### src/rtl/line_code_pkg.sv
package line_code_pkg;
  localparam int BYTE_W    = 8;
  localparam int SYM_W     = 10;
  localparam int LO_W      = 5;
  localparam int HI_W      = BYTE_W - LO_W;
  localparam int LO_CODE_W = LO_W + 1;
  localparam int HI_CODE_W = HI_W + 1;
  localparam logic [LO_W-1:0] X_K28 = LO_W'(28);
  localparam logic [HI_W-1:0] Y_ALL = '1;

  // control characters legal in this code set
  function automatic logic ctl_legal(input logic [LO_W-1:0] x, input logic [HI_W-1:0] y);
    return (x == X_K28) ||
           ((y == Y_ALL) && (x == LO_W'(23) || x == LO_W'(27) || x == LO_W'(29) || x == LO_W'(30)));
  endfunction
endpackage

### src/rtl/enc_lo_sub.sv
module enc_lo_sub
  import line_code_pkg::*;
(
  input  logic [LO_W-1:0]      x,
  input  logic                 k28,
  input  logic                 rd_in,
  output logic [LO_CODE_W-1:0] code,
  output logic                 rd_out
);
  logic [LO_CODE_W-1:0] neg_form;
  logic                 neutral;

  always_comb begin
    unique case (x)
      5'd0:  neg_form = 6'b100111;  5'd1:  neg_form = 6'b011101;
      5'd2:  neg_form = 6'b101101;  5'd3:  neg_form = 6'b110001;
      5'd4:  neg_form = 6'b110101;  5'd5:  neg_form = 6'b101001;
      5'd6:  neg_form = 6'b011001;  5'd7:  neg_form = 6'b111000;
      5'd8:  neg_form = 6'b111001;  5'd9:  neg_form = 6'b100101;
      5'd10: neg_form = 6'b010101;  5'd11: neg_form = 6'b110100;
      5'd12: neg_form = 6'b001101;  5'd13: neg_form = 6'b101100;
      5'd14: neg_form = 6'b011100;  5'd15: neg_form = 6'b010111;
      5'd16: neg_form = 6'b011011;  5'd17: neg_form = 6'b100011;
      5'd18: neg_form = 6'b010011;  5'd19: neg_form = 6'b110010;
      5'd20: neg_form = 6'b001011;  5'd21: neg_form = 6'b101010;
      5'd22: neg_form = 6'b011010;  5'd23: neg_form = 6'b111010;
      5'd24: neg_form = 6'b110011;  5'd25: neg_form = 6'b100110;
      5'd26: neg_form = 6'b010110;  5'd27: neg_form = 6'b110110;
      5'd28: neg_form = 6'b001110;  5'd29: neg_form = 6'b101110;
      5'd30: neg_form = 6'b011110;  default: neg_form = 6'b101011;
    endcase
    if (k28) neg_form = 6'b001111;
    neutral = ($countones(neg_form) == 3);
    // balanced codes keep their form, except the pattern for value 7
    code    = (rd_in && (!neutral || (x == LO_W'(7) && !k28))) ? ~neg_form : neg_form;
    rd_out  = neutral ? rd_in : ~rd_in;
  end
endmodule

### src/rtl/enc_hi_sub.sv
module enc_hi_sub
  import line_code_pkg::*;
(
  input  logic [HI_W-1:0]      y,
  input  logic [LO_W-1:0]      x,
  input  logic                 k_any,
  input  logic                 k28,
  input  logic                 rd_in,
  output logic [HI_CODE_W-1:0] code,
  output logic                 rd_out
);
  logic [HI_CODE_W-1:0] neg_form;
  logic                 alt, neutral, flip;

  always_comb begin
    alt = (y == Y_ALL) &&
          (k_any ||
           (!rd_in && (x == LO_W'(17) || x == LO_W'(18) || x == LO_W'(20))) ||
           ( rd_in && (x == LO_W'(11) || x == LO_W'(13) || x == LO_W'(14))));
    unique case (y)
      3'd0: neg_form = 4'b1011;
      3'd1: neg_form = 4'b1001;
      3'd2: neg_form = 4'b0101;
      3'd3: neg_form = 4'b1100;
      3'd4: neg_form = 4'b1101;
      3'd5: neg_form = 4'b1010;
      3'd6: neg_form = 4'b0110;
      default: neg_form = alt ? 4'b0111 : 4'b1110;
    endcase
    neutral = ($countones(neg_form) == 2);
    flip    = rd_in && (!neutral || y == HI_W'(3));
    // control K28 inverts its balanced tails when entering negative
    if (k28 && neutral && y != HI_W'(3) && !rd_in) flip = 1'b1;
    code   = flip ? ~neg_form : neg_form;
    rd_out = neutral ? rd_in : ~rd_in;
  end
endmodule

### src/rtl/line_code_enc.sv
module line_code_enc
  import line_code_pkg::*;
(
  input  logic              clk,
  input  logic              rst,
  input  logic              in_valid,
  output logic              in_ready,
  input  logic [BYTE_W-1:0] in_byte,
  input  logic              in_ctrl,
  input  logic              force_en,
  input  logic              force_pos,
  output logic              out_valid,
  input  logic              out_ready,
  output logic [SYM_W-1:0]  out_sym,
  output logic              out_err,
  output logic              rd_pos
);
  logic [LO_W-1:0]      x;
  logic [HI_W-1:0]      y;
  logic                 legal, k_any, k28, rd_start, rd_mid, rd_end, take;
  logic [LO_CODE_W-1:0] lo_code;
  logic [HI_CODE_W-1:0] hi_code;

  assign x        = in_byte[LO_W-1:0];
  assign y        = in_byte[BYTE_W-1:LO_W];
  assign legal    = ctl_legal(x, y);
  assign k_any    = in_ctrl && legal;
  assign k28      = k_any && (x == X_K28);
  assign rd_start = force_en ? force_pos : rd_pos;
  assign in_ready = !out_valid || out_ready;
  assign take     = in_valid && in_ready;

  enc_lo_sub u_lo (.x(x), .k28(k28), .rd_in(rd_start), .code(lo_code), .rd_out(rd_mid));
  enc_hi_sub u_hi (.y(y), .x(x), .k_any(k_any), .k28(k28), .rd_in(rd_mid),
                   .code(hi_code), .rd_out(rd_end));

  always_ff @(posedge clk) begin
    if (rst) begin
      out_valid <= 1'b0;
      out_sym   <= '0;
      out_err   <= 1'b0;
      rd_pos    <= 1'b0;
    end else if (take) begin
      out_valid <= 1'b1;
      out_sym   <= {lo_code, hi_code};
      out_err   <= in_ctrl && !legal;
      rd_pos    <= rd_end;
    end else if (out_ready) begin
      out_valid <= 1'b0;
    end
  end


  stall_hold_chk: assert property (@(posedge clk) disable iff (rst)
    (out_valid && !out_ready) |=> (out_valid && $stable(out_sym) && $stable(out_err)));

  sym_weight_chk: assert property (@(posedge clk) disable iff (rst)
    out_valid |-> ($countones(out_sym) >= 4 && $countones(out_sym) <= 6));

  rd_idle_chk: assert property (@(posedge clk) disable iff (rst)
    !take |=> $stable(rd_pos));

  rd_track_chk: assert property (@(posedge clk) disable iff (rst)
    take |=> (($countones(out_sym) != 5) == (rd_pos != $past(rd_start))));

  latency_chk: assert property (@(posedge clk) disable iff (rst)
    take |=> out_valid);
endmodule

### config.mk
export PLATFORM = sky130hd
export DESIGN_NAME = line_code_enc
export DESIGN_NICKNAME = d
export VERILOG_FILES = /design/src/rtl/line_code_pkg.sv /design/src/rtl/enc_lo_sub.sv /design/src/rtl/enc_hi_sub.sv /design/src/rtl/line_code_enc.sv
export SDC_FILE = /design/constraint.sdc
export NUM_CORES = 1
export LEC_CHECK = 0
export ABC_AREA = 1
export BUFFER_PORTS_ARGS = -buffer_cell sky130_fd_sc_hd__buf_4
export CORE_AREA = 2 2 73 75
export CTS_CLUSTER_DIAMETER = 30
export DETAILED_ROUTE_END_ITERATION = 6
export DIE_AREA = 0 0 75 77
export SLEW_MARGIN = 10
export SYNTH_ARGS = -nofsm -noshare
export SYNTH_HDL_FRONTEND = slang
export SYNTH_SLANG_ARGS = --single-unit
### constraint.sdc
create_clock -name clk -period 6 [get_ports clk]
set_input_delay 1.2 -clock clk [delete_from_list [all_inputs] [get_ports clk]]
set_output_delay 1.2 -clock clk [all_outputs]
set_load 0.005 [all_outputs]
# Word-level counts from Yosys, hierarchy flattened
# Memories as Yosys holds them, arrays and structs flattened.
# Cells that the tools add are included.
[totals]
wordCells = 85
regBits = 13
ramBits = 0
mem_count = 1
latch_bits = 0
out_inout_bits = 14
inputBits = 15
mem_bits_ro = 192
[classes]
bitwise = 4
n_addsub = 8
shifts = 0
n_mux = 11
n_div = 0
order_cmp = 0
n_reduce_logical = 35
mul = 0
n_eq_ne = 22
[mem_list]
columns = ["name", "depth", "width", "read_ports", "rd_ports_with_merged_regs", "write_ports", "line_no", "rtl"]
rows = [
  ["(no name shown)", 32, 6, 1, 0, 0, "enc_lo_sub.sv:14", "unique case (x)"],
]
[ops]
columns = ["op", "count"]
rows = [
  ["32-bit adder", 3],
  ["32-bit by 3-bit == test with 1-bit output, second input constant", 2],
  ["5-bit == test, second input constant", 8],
  ["4-bit case mux with 7 select lines", 1],
  ["5-bit by 4-bit == test with 1-bit output, second input constant", 3],
  ["1-bit logical AND", 14],
  ["1-bit logical OR", 13],
  ["3-bit == test, second input constant", 4],
  ["6-bit 2-to-1 mux", 2],
  ["1-bit by 1-bit adder with 2-bit output", 5],
  ["4-bit 2-to-1 mux", 2],
  ["3-bit by 2-bit == test with 1-bit output, second input constant", 2],
  ["1-bit logical NOT", 6],
  ["1-bit 2-to-1 mux", 6],
  ["6-bit NOT", 1],
  ["5-bit by 3-bit == test with 1-bit output, second input constant", 1],
  ["4-bit NOT", 1],
  ["3-bit by 1-bit == test with 1-bit output, second input constant", 1],
  ["3-bit logical NOT", 1],
  ["3-bit by 2-bit inequality test with 1-bit output, second input constant", 1],
  ["1-bit NOT", 2],
  ["2-bit nonzero test", 1],
]

# Depth between registers and ports, before layout
[depth]
depth_word = 29
depth_mapped = 33

# Cells and area by module
# From an unflattened synthesis, not the netlist that was laid out.
[hier_totals]
cells_unflattened = 257
hier_area_um2 = 1575.3
[modules_own_cells]
columns = ["module", "cells_per_inst", "n_inst", "seq_area_each_um2", "area_per_inst_um2"]
rows = [
  ["enc_lo_sub", 115, 1, 0.0, 651.9],
  ["line_code_enc", 83, 1, 260.2, 601.8],
  ["enc_hi_sub", 59, 1, 0.0, 321.6],
]

# Least setup slack after synthesis
# Ideal clock, no wire load.
[synth_timing]
kind = "input-to-reg"
from = "in in_byte[0]"
to = "reg out_sym[1]"
n_path_buf = 0
setup_time_ns = 0.113
arrival_ns = 5.477
stages = 31
path_slack_ns = 0.409
cell_sequence = "inv_1 -> ha_1 -> or2_1 -> nand2_1 -> a21oi_1 -> o21ai_1 -> nand2_1 -> ha_1 -> fa_1 -> ha_1 -> nand2_1 -> inv_1 -> nand2_1 -> nand2_1 -> nand2_1 -> nor2_1 -> nor2_1 -> nand2_2 -> nand2_4 -> nand2_1 -> inv_1 -> ha_1 -> ha_1 -> fa_1 -> nor3b_1 -> nand2_1 -> o21ai_2 -> nand2_2 -> xnor2_1 -> o21ai_1 -> inv_1"
[synth_via]
elab_chain_cells = 29
[synth_rtl]
columns = ["item", "line_no", "rtl"]
rows = [
  ["start: declaration", "line_code_enc.sv:8", "input logic [BYTE_W-1:0] in_byte,"],
  ["5-bit == test", "line_code_pkg.sv:14", "((y == Y_ALL) && (x == LO_W'(23) || x == LO_W'(27) || x == LO_W'(29) || x == LO_W'(30)));"],
  ["1-bit logical OR (3 in series)", "line_code_pkg.sv:14", ""],
  ["1-bit logical AND", "line_code_pkg.sv:14", ""],
  ["1-bit logical OR", "line_code_pkg.sv:13", "return (x == X_K28) ||"],
  ["1-bit logical AND", "line_code_enc.sv:27", "assign k_any = in_ctrl && legal;"],
  ["1-bit logical AND", "line_code_enc.sv:28", "assign k28 = k_any && (x == X_K28);"],
  ["6-bit 2-to-1 mux", "enc_lo_sub.sv:32", "if (k28) neg_form = 6'b001111;"],
  ["1-bit by 1-bit adder with 2-bit output (not written as such)", "enc_lo_sub.sv:33", "neutral = ($countones(neg_form) == 3);"],
  ["(+11 left out)", "-", ""],
  ["1-bit by 1-bit adder with 2-bit output (not written as such)", "enc_hi_sub.sv:30", "neutral = ($countones(neg_form) == 2);"],
  ["32-bit adder (not written as such)", "enc_hi_sub.sv:30", ""],
  ["32-bit by 3-bit == test with 1-bit output", "enc_hi_sub.sv:30", ""],
  ["1-bit logical NOT / 1-bit logical AND (equally long branches)", "enc_hi_sub.sv:31, enc_hi_sub.sv:33", ""],
  ["1-bit logical OR / 1-bit logical AND (equally long branches)", "enc_hi_sub.sv:31, enc_hi_sub.sv:33", ""],
  ["1-bit logical AND, on equally long branches", "enc_hi_sub.sv:31, enc_hi_sub.sv:33", ""],
  ["1-bit 2-to-1 mux *", "enc_hi_sub.sv:33", "if (k28 && neutral && y != HI_W'(3) && !rd_in) flip = 1'b1;"],
  ["4-bit 2-to-1 mux *", "enc_hi_sub.sv:34", "code = flip ? ~neg_form : neg_form;"],
  ["end signal: assignment", "line_code_enc.sv:45", "out_sym <= {lo_code, hi_code};"],
  ["end: declaration", "line_code_enc.sv:14", "output logic [SYM_W-1:0] out_sym,"],
]
# Every way passes the cells marked *; elsewhere a longest branch is shown, timed or not.
# A chain may end at the register's enable or synchronous reset.

# Worst setup path after layout
[layout_timing]
from = "in in_byte[1]"
to = "reg out_sym[0]"
[layout_via]
elab_chain_cells = 29
[layout_rtl]
columns = ["item", "line_no"]
rows = [
  ["5-bit == test", "line_code_pkg.sv:14"],
  ["1-bit logical OR (3 in series)", "line_code_pkg.sv:14"],
  ["1-bit logical AND", "line_code_pkg.sv:14"],
  ["1-bit logical OR", "line_code_pkg.sv:13"],
  ["1-bit logical AND", "line_code_enc.sv:27"],
  ["1-bit logical AND", "line_code_enc.sv:28"],
  ["6-bit 2-to-1 mux", "enc_lo_sub.sv:32"],
  ["1-bit by 1-bit adder with 2-bit output (not written as such)", "enc_lo_sub.sv:33"],
  ["(+11 left out)", "-"],
  ["1-bit by 1-bit adder with 2-bit output (not written as such)", "enc_hi_sub.sv:30"],
  ["32-bit adder (not written as such)", "enc_hi_sub.sv:30"],
  ["32-bit by 3-bit == test with 1-bit output", "enc_hi_sub.sv:30"],
  ["1-bit logical NOT / 1-bit logical AND (equally long branches)", "enc_hi_sub.sv:31, enc_hi_sub.sv:33"],
  ["1-bit logical OR / 1-bit logical AND (equally long branches)", "enc_hi_sub.sv:31, enc_hi_sub.sv:33"],
  ["1-bit logical AND, on equally long branches", "enc_hi_sub.sv:31, enc_hi_sub.sv:33"],
  ["1-bit 2-to-1 mux", "enc_hi_sub.sv:33"],
  ["4-bit 2-to-1 mux *", "enc_hi_sub.sv:34"],
]
# Marked as above.

==> reports/metrics.cfg <==
[outcome]
outcome=completed

[detailed_routing]
drt_iter0_drc=53
top_layer=met4
wirelength_um=3380
wl_met1_um=1660
first_pass_iters=4
dr_wl_met3_um=137
avgViaCountPerCell=4.34
avgRoutedWirePerCell_um=10.1
wl_met2_um=1550
drc=0
vias=1451
detail-route-antenna-nets=0

[sta]
layout_min_cycle_time_ns=5.65
whs_ns=0.516
rsz0062_at_grt=no
max_slew_margin=0.708
hold_violations=0
fmax_ghz=0.177
finalSetupViolations=0
fin_worst_skew_ns=0.00163
fin_crit_sh=0.942
worst_pin_slew_ns=0.435
slew_viol_final=0

[die]
fp.dieW_um=75
io_pins=29
initial_core_util=0.293
die_area_um2=5780
coreArea_um2=4980
die_h_um=77
rows=26

[logic_synthesis]
synth_largest_area_cell=dfxtp_1
synthFlopType=dfxtp_1
synth_seq_cells=13
ys_types=34
synth_area_leaders=dfxtp_1, nand2_1, ha_1, inv_1, nor2_1
seq_area_frac_synth=0.178
synth_simple_gate_area_frac=0.353
yosys_warnings=0
synth_xor_area_frac=0.0420
synth_cells=228
synth-compound-area-share=0.130
synth_nets=261
syn_area_per_cell_um2=6.40
synth_area_um2=1460
async_flop_share=0
synth_top_area_frac=0.178
synth_edf_count=0
muxShareOfSynthArea=0
synth_top_family_by_area=simple AND/OR/NAND/NOR gates
synth_fa_ha_area_frac=0.170

[clock_network]
cts_tree=built
clock_sinks=13
clock_latency_ns=0.24
path_clk_slew_ns=0.05
htreeDepth=1
ctsLongestPathBuffers=2
cts_buffers=3
hold_buffers=0
cts_root_buf=clkbuf_8

[worst_setup_path]
critPathMaxFanout=6
ff2ff_path_depth=20
cp.depth=32
worstSetupStartpointType=primary input
cp_num_buf_inv=4
worst_path_largest_cell_delay_ns=0.48
critPathSlowestCell=fa_1
r2r-end=out_sym[0]
startpoint=in_byte[1]
cp_data_required_time_ns=6.13
worst_ep_arrival_time_ns=5.78
crit_type=primary input to flop
end_kind=flop
crit_family=adder cells
r2r_slack_ns=3.03
rr_startpoint=rd_pos

[placement]
io_buffers=28
placed_cells=326
routabilityCongestion=0.872
dp_hpwl_um=2700

[power_and_ir_drop]
power.total_mw=0.399
vdd_ir_drop_max_uv=68.4
p_leak_nw=1.01
p_per_area_nw_per_um2=206

[global_routing]
first_global_vias=1310
grt_overflow=0
grt_pass1_wl_um=5600
grt_max_degree=18
antenna_found_initial=0
grt_use_total=0.118

[run]
max_cap_viol_count=0

[finish]
areaGrowthSynthToFinish_pct=32.3
final_cells=334
fin_util=0.388
final_nets=298
fillers=552
num_antenna_cells=0
drive_above_1_share=0.292

[hold_path]
hold_depth=2
hold_end=out_valid
hold_class=flop to flop
hp-start=out_valid

==> layout by cell type, fill, tap and decap left out <==
| cell type | synthesis | final |
|---|---|---|
| ha_2 | 0 | 2 |
| nand3b_1 | 1 | 1 |
| clkbuf_1 | 1 | 1 |
| nor3b_4 | 0 | 1 |
| clkbuf_8 | 0 | 3 |
| ha_4 | 0 | 4 |
| fa_1 | 3 | 2 |
| nand3_1 | 14 | 14 |
| inv_1 | 32 | 29 |
| clkinvlp_4 | 0 | 2 |
| clkinv_4 | 1 | 1 |
| inv_2 | 5 | 6 |
| nor2_2 | 1 | 4 |
| clkinv_1 | 1 | 1 |
| nand2_4 | 2 | 2 |
| buf_4 | 1 | 36 |
| ha_1 | 15 | 9 |
| nand3_2 | 1 | 1 |
| o21ai_2 | 1 | 1 |
| o22ai_1 | 3 | 3 |
| o21ai_0 | 10 | 9 |
| o211ai_1 | 3 | 3 |
| nand4_1 | 3 | 3 |
| a21oi_1 | 8 | 8 |
| o21ai_1 | 6 | 7 |
| clkinv_2 | 1 | 1 |
| o31ai_1 | 1 | 1 |
| nand2_2 | 5 | 10 |
| nand2_1 | 53 | 48 |
| dfxtp_1 | 13 | 13 |
| nand4_4 | 1 | 1 |
| a22oi_2 | 1 | 1 |
| or2_1 | 2 | 2 |
| fa_2 | 0 | 1 |
| nor2_1 | 29 | 26 |
| xor2_1 | 5 | 5 |
| xnor2_1 | 2 | 2 |
==> synthesized netlist by cell type, drive strengths merged (4+ instances only) <==
cell type  instances
a21oi              8
dfxtp             13
ha                15
inv               37
nand2             60
nand3             15
nand4              4
nor2              30
o21ai             17
xor2               5
==> kinds of logic (layout without fill, tap and decap cells) <==
logic type / after synthesis / count (layout)
AO/OA/AOI/OAI: 33 / 33
XOR/XNOR: 7 / 7
adder cells (fa/ha/maj): 18 / 18
buffers and inverters: 44 / 80
flip-flops: 13 / 13
AND/OR/NAND/NOR: 113 / 113
==> where the power goes <==
group	internal [mW]	leakage [nW]	switching, mW
Sequential	0.0981	0.108	0.00607
Combinational	0.0989	0.878	0.120
Clock	0.0467	0.0228	0.0288
==> repair_timing <==
action,in CTS,in global routing
hold endpoints to repair,0,0
gates resized for setup,0,24
setup endpoints to repair,0,5
setup buffers,0,4
==> tightest hold or removal path: stages (launching register included) <==
cell and delay, ns:
dfxtp_1 0.30, nand2_1 0.09, a21oi_1 0.07
==> worst max path at each step <==
stage	endpoint	slack, ns
3_5_place_dp	out_sym[0]	-0.16
2_1_floorplan	out_sym[1]	0.41
6_report	out_sym[0]	0.35
5_1_grt	out_sym[1]	0.01
3_3_place_gp	out_sym[0]	-0.03
4_1_cts	out_sym[0]	0.07
==> state kept, by name (all words and copies together), names as in the netlist <==
name       cells
out_err        1
out_sym       10
out_valid      1
rd_pos         1
==> per-stage QoR <==
step | setup slack (ns) | instance area, um^2 | TNS (ns)
3_5_place_dp | -0.160 | 1760 | -0.504
4_1_cts | 0.0712 | 1800 | 0
2_1_floorplan | 0.409 | 1460 | 0
6_report | 0.345 | 1930 | 0
3_3_place_gp | -0.0283 | 1760 | -0.0553
5_1_grt | 0.0137 | 1930 | 0
==> layout make-up <==
| type | count | area (um^2) | area share |
|---|---|---|---|
| multi-input combinational | 171 | 1100 | 0.572 |
| inverter | 40 | 164 | 0.0849 |
| timing repair buffer | 36 | 270 | 0.140 |
| tap | 70 | 87.6 | 0.0454 |
| clock buffer | 4 | 45.0 | 0.0233 |
| sequential | 13 | 260 | 0.135 |
==> per-layer routing <==
metal  track usage  up-vias
met1         0.167      619
li1              -      793
met2         0.187       35
met4        0.0321        0
met5             0        -
met3        0.0105        4
Note: power is estimated with default switching activity, not from simulation.
